File: config.mk
export PLATFORM = sky130hd
export DESIGN_NAME = vec_irq_ctrl
export DESIGN_NICKNAME = d
export VERILOG_FILES = /design/src/rtl/vic_pkg.sv /design/src/rtl/vic_regs.sv /design/src/rtl/vic_req.sv /design/src/rtl/vic_bus.sv /design/src/rtl/vec_irq_ctrl.sv
export SDC_FILE = /design/constraint.sdc
export NUM_CORES = 1
export LEC_CHECK = 0
export CORE_UTILIZATION = 53
export DETAILED_ROUTE_END_ITERATION = 8
export DONT_BUFFER_PORTS = 1
export GPL_TIMING_DRIVEN = 0
export HOLD_SLACK_MARGIN = 0.06
export PLACE_DENSITY = 0.73
export RECOVER_POWER = 25
export SETUP_SLACK_MARGIN = 0.2
export SLEW_MARGIN = 20
export SYNTH_ARGS = -nofsm -noshare
export SYNTH_HDL_FRONTEND = slang
export SYNTH_SLANG_ARGS = --single-unit
File: constraint.sdc
create_clock -name clk -period 1.6 [get_ports clk]
set_input_delay 0.24 -clock clk [delete_from_list [all_inputs] [get_ports clk]]
set_output_delay 0.24 -clock clk [all_outputs]
set_load 0.02 [all_outputs]
File: src/rtl/vic_pkg.sv
package vic_pkg;
  localparam int VIC_DW = 8;
  localparam int VIC_AW = 4;
  localparam logic [VIC_AW-1:0] ADDR_STATUS = 4'd0;
  localparam logic [VIC_AW-1:0] ADDR_MASK   = 4'd1;
  localparam logic [VIC_AW-1:0] ADDR_VECTOR = 4'd2;
  typedef enum logic [1:0] {CYC_IDLE, CYC_ACKED, CYC_SILENT} cyc_state_e;
endpackage

File: src/rtl/vic_regs.sv
module vic_regs #(
  parameter int NSRC = 8,
  parameter int DW = 8,
  parameter int AW = 4,
  parameter logic [DW-1:0] VEC_RESET = 8'h0F
) (
  input  logic            clk,
  input  logic            rst_n,
  input  logic            wr_en,
  input  logic [AW-1:0]   addr,
  input  logic [DW-1:0]   wdata,
  input  logic [NSRC-1:0] src,
  output logic [NSRC-1:0] mask,
  output logic [DW-1:0]   vector,
  output logic [DW-1:0]   rd_val
);
  import vic_pkg::*;
  localparam int PADW = (DW > NSRC) ? DW - NSRC : 1;

  always_ff @(posedge clk) begin
    if (!rst_n) begin
      mask   <= '0;
      vector <= VEC_RESET;
    end else if (wr_en) begin
      if (addr == ADDR_MASK)   mask   <= wdata[NSRC-1:0];
      if (addr == ADDR_VECTOR) vector <= wdata;
    end
  end

  logic [DW-1:0] src_w, mask_w;
  generate
    if (DW > NSRC) begin : g_pad
      assign src_w  = {{PADW{1'b0}}, src};
      assign mask_w = {{PADW{1'b0}}, mask};
    end else begin : g_nopad
      assign src_w  = src[DW-1:0];
      assign mask_w = mask[DW-1:0];
    end
  endgenerate

  always_comb begin
    case (addr)
      ADDR_STATUS: rd_val = src_w;
      ADDR_MASK:   rd_val = mask_w;
      ADDR_VECTOR: rd_val = vector;
      default:     rd_val = '0;
    endcase
  end
endmodule

File: src/rtl/vic_req.sv
module vic_req #(
  parameter int NSRC = 8
) (
  input  logic            clk,
  input  logic            rst_n,
  input  logic [NSRC-1:0] src,
  input  logic [NSRC-1:0] mask,
  output logic            pending
);
  always_ff @(posedge clk) begin
    if (!rst_n) pending <= 1'b0;
    else        pending <= |(src & mask);
  end
endmodule

File: src/rtl/vic_bus.sv
module vic_bus #(
  parameter int DW = 8
) (
  input  logic          clk,
  input  logic          rst_n,
  input  logic          cs_n,
  input  logic          rw,
  input  logic          iack_n,
  input  logic          pending,
  input  logic [DW-1:0] vector,
  input  logic [DW-1:0] rd_val,
  output logic          wr_en,
  output logic [DW-1:0] rdata,
  output logic          rdata_oe,
  output logic          dtack_n,
  output logic          dtack_oe
);
  import vic_pkg::*;
  cyc_state_e state;
  logic       drive_q;
  logic       active;

  assign active = !cs_n || !iack_n;
  // a register access is taken only on the first clock of a select cycle
  assign wr_en  = (state == CYC_IDLE) && iack_n && !cs_n && !rw;

  always_ff @(posedge clk) begin
    if (!rst_n) begin
      state   <= CYC_IDLE;
      drive_q <= 1'b0;
      rdata   <= '0;
    end else if (!active) begin
      state   <= CYC_IDLE;
      drive_q <= 1'b0;
    end else if (state == CYC_IDLE) begin
      if (!iack_n) begin
        if (pending) begin
          state   <= CYC_ACKED;
          drive_q <= 1'b1;
          rdata   <= vector;
        end else begin
          state   <= CYC_SILENT;
        end
      end else begin
        state   <= CYC_ACKED;
        drive_q <= rw;
        if (rw) rdata <= rd_val;
      end
    end
  end

  assign dtack_oe = (state == CYC_ACKED) && active;
  assign dtack_n  = !dtack_oe;
  assign rdata_oe = drive_q && active;
endmodule

File: src/rtl/vec_irq_ctrl.sv
module vec_irq_ctrl #(
  parameter int NSRC = 8,
  parameter int DW = 8,
  parameter int AW = 4,
  parameter logic [DW-1:0] VEC_RESET = 8'h0F
) (
  input  logic            clk,
  input  logic            rst_n,
  input  logic            cs_n,
  input  logic            rw,
  input  logic [AW-1:0]   addr,
  input  logic [DW-1:0]   wdata,
  output logic [DW-1:0]   rdata,
  output logic            rdata_oe,
  input  logic            iack_n,
  output logic            dtack_n,
  output logic            dtack_oe,
  input  logic [NSRC-1:0] src,
  output logic            irq_pull
);
  logic [NSRC-1:0] mask;
  logic [DW-1:0]   vector, rd_val;
  logic            wr_en, pending;

  vic_regs #(.NSRC(NSRC), .DW(DW), .AW(AW), .VEC_RESET(VEC_RESET)) u_regs (
    .clk(clk), .rst_n(rst_n), .wr_en(wr_en), .addr(addr), .wdata(wdata),
    .src(src), .mask(mask), .vector(vector), .rd_val(rd_val)
  );

  vic_req #(.NSRC(NSRC)) u_req (
    .clk(clk), .rst_n(rst_n), .src(src), .mask(mask), .pending(pending)
  );

  vic_bus #(.DW(DW)) u_bus (
    .clk(clk), .rst_n(rst_n), .cs_n(cs_n), .rw(rw), .iack_n(iack_n),
    .pending(pending), .vector(vector), .rd_val(rd_val), .wr_en(wr_en),
    .rdata(rdata), .rdata_oe(rdata_oe), .dtack_n(dtack_n), .dtack_oe(dtack_oe)
  );

  assign irq_pull = pending;
endmodule

==> run metrics <==
outcome complete, no violations; # setup viols final 0; 1st-iter DRT viols 40; Final Hold Vio Count 0; Placer Congestion 0.8286; crit path cell chain nand3b_1 -> inv_2; layout cells sized above 1 21.08%; CTS Sinks 28; CP endpoint kind primary output; Non-Filler Instances 194; Max-cap violations 0; core footprint 2255 um^2; RSZ-0062 raised after global routing true; Starting Density 57.44%; Final min period 1444 ps; commonest non-fill, non-tap cell in the layout dfxtp_1; Inserted Clock Buffers 3; # IOs 37; WL final 3.114 mm; Die Area 2645 um^2; Leakage Power 0.6223 nW; Detailed Place HPWL 2.083 mm; first-pass GRT wire length 4.712 mm; IO Port Bufs 0; adder-cell share of the synthesized area 0%; fin. max-slew vios 0; CTS tree yes; average wire per standard cell 16.05 um; xor and xnor area share after synthesis 0%; total power 1.343 mW; Critical Path AT 1200 ps; FMAX 0.6927 GHz; Layout Nets 192; DRC violations left 0; post-synthesis sequential area ratio 43.29%; CTS H-tree depth 1; Slew HR 43.17%; yosys warns 0; Ant. Diodes 0; Worst Tran Pin Value 843.3 ps; # rows 17; mux contribution to synthesized area 9.275%; GR Util All Layers 24.53%; Vias 1170; commonest non-fill, non-tap cells in the layout dfxtp_1 (25), o21ai_0 (19), nand2_1 (13), nand3_1 (12), mux2i_1 (12); Cell Area, Synth 1295 um^2; Max clock buf depth 2; ANT nets after route 0; largest net degree at the start of global routing 17; Clock Skew 11.41 ps; clock slew at reported path FFs 150 ps; Cells after DPL 175; fill count 203; Synth top area share 43.29%; Area Growth Syn to Fin 19.81%; worst skew pair latency 330 ps; Critical-path top delay cell dfxtp_4; worst setup margin 156.3 ps; critical path fanouts, max 6; slowest stage delay, CP 390 ps; Worst Setup Start Kind flip-flop; synth unique cells 27; Pre-antenna DRT Iters 4; fin crit share 90.23%; root buf cell clkbuf_4; Synth Register Bits 28; pre-CTS setup slack -32.81 ps; Die W 51.43 um; grt total ovfl 0; maximum vdd ir drop 0.6630 mV; worst hold path type input pin to flip-flop; post-route cell area 1551 um^2; number of global-route vias before repair 1056; Synth area leaders dfxtp_1 (43%), mux2i_1 (9.3%), o21ai_0 (7.3%); Power Dens Cells 865.4 nW/um^2; Synth area leader dfxtp_1; combinational family with the most area after synthesis compound AO/OA/AOI/OAI gates; post-synth net total 172; Setup CP Type flip-flop to primary output; Mapped Cells 147; vias per inst 6.031; mean area per synthesized cell 8.809 um^2; placed inst area 1330 um^2; initial antenna violation count 0; Synth Area in Simple Gates 18.65%; chip height 51.43 um; post-synthesis compound-gate area fraction 23.48%; Req. time, crit path 1360 ps
-- layout make-up --
| class | instances | area, um^2 | area share, % |
|---|---|---|---|
| plain buffers | 10 | 66.31 | 4.274 |
| clock buffers | 3 | 22.52 | 1.452 |
| clock inverters | 1 | 30.03 | 1.935 |
| inverters | 3 | 11.26 | 0.7258 |
| multi-input cells | 106 | 685.7 | 44.19 |
| flip-flops and latches | 28 | 571.8 | 36.85 |
| well taps | 28 | 35.03 | 2.258 |
| repair buffers | 15 | 128.9 | 8.306 |
-- where the power goes --
part           switching [mW]  internal, mW  total (mW)
clock                   0.203         0.254       0.457
sequential             0.0267         0.713       0.739
combinational          0.0804        0.0662       0.147
total                   0.310          1.03        1.34
-- final timing paths --
path | start | to | slack [ps] | depth (start not counted)
min reg2reg | u_regs.vector[4] | u_regs.vector[4] | 500 | 2
max reg2reg | u_bus.state[1] | u_regs.mask[4] | 220 | 5
max | u_bus.state[1] | dtack_oe | 160 | 2
min | wdata[4] | u_regs.vector[4] | 60 | 2
-- logic make-up after synthesis --
| family | Yosys count |
|---|---|
| muxes | 12 |
| buffers and inverters | 13 |
| and+or+nand+nor | 47 |
| AOI/OAI and AO/OA | 47 |
| DFF | 28 |
-- synth_stat cells (all sizes together) --
master	number
nand3	12
nand4	1
nand4b	1
inv	3
a22oi	4
o211a	2
o21ai	21
mux2i	12
clkbuf	3
nand2b	1
a211oi	1
nand2	13
nor3	3
nor2	11
a41oi	1
a21oi	17
and2	1
o41ai	1
nand3b	2
dfxtp	28
or4b	1
nor4b	1
buf	7
-- flip-flops by register name, indices dropped and copies added (netlist names) --
register       count
u_bus.rdata        8
u_regs.mask        8
u_regs.vector      8
u_bus.state        2
u_bus.drive_q      1
u_req.pending      1
-- per-layer routing --
| metal | global-route usage (%) | wire, um | vias to the layer above |
|---|---|---|---|
| li1 | - | - | 569 |
| met1 | 31.67 | 1308 | 547 |
| met2 | 40.04 | 1563 | 48 |
| met3 | 4.167 | 198 | 6 |
| met4 | 10.36 | 43 | 0 |
| met5 | 0 | 0 | - |
-- metrics by stage --
stage | util, % | setup TNS [ps] | hold slack, ps
floorplan | - | 0 | 365.1
global placement | 58.99 | 0 | 367.1
detailed placement | 58.99 | -38.25 | 372.4
CTS | 65.48 | 0 | 60.18
global route | 68.81 | 0 | 67.00
finish | 68.81 | 0 | 64.91
-- worst max-delay path, delay by kind of cell (launching register included) --
family        cells  cell delay (ps)
simple gates      1              310
flops             1              390
buf+inv           1              190
-- repair_timing --
| action | CTS | global route |
|---|---|---|
| pin swaps | 3 | 3 |
| resized for setup | 8 | 7 |
| setup endpoints to repair | 23 | 8 |
| gates cloned | 0 | 1 |
| buffers inserted | 3 | 5 |
| hold buffers | 5 | 1 |
| hold endpoints to repair | 10 | 1 |
No activity file was read; power rests on OpenSTA's default activity.
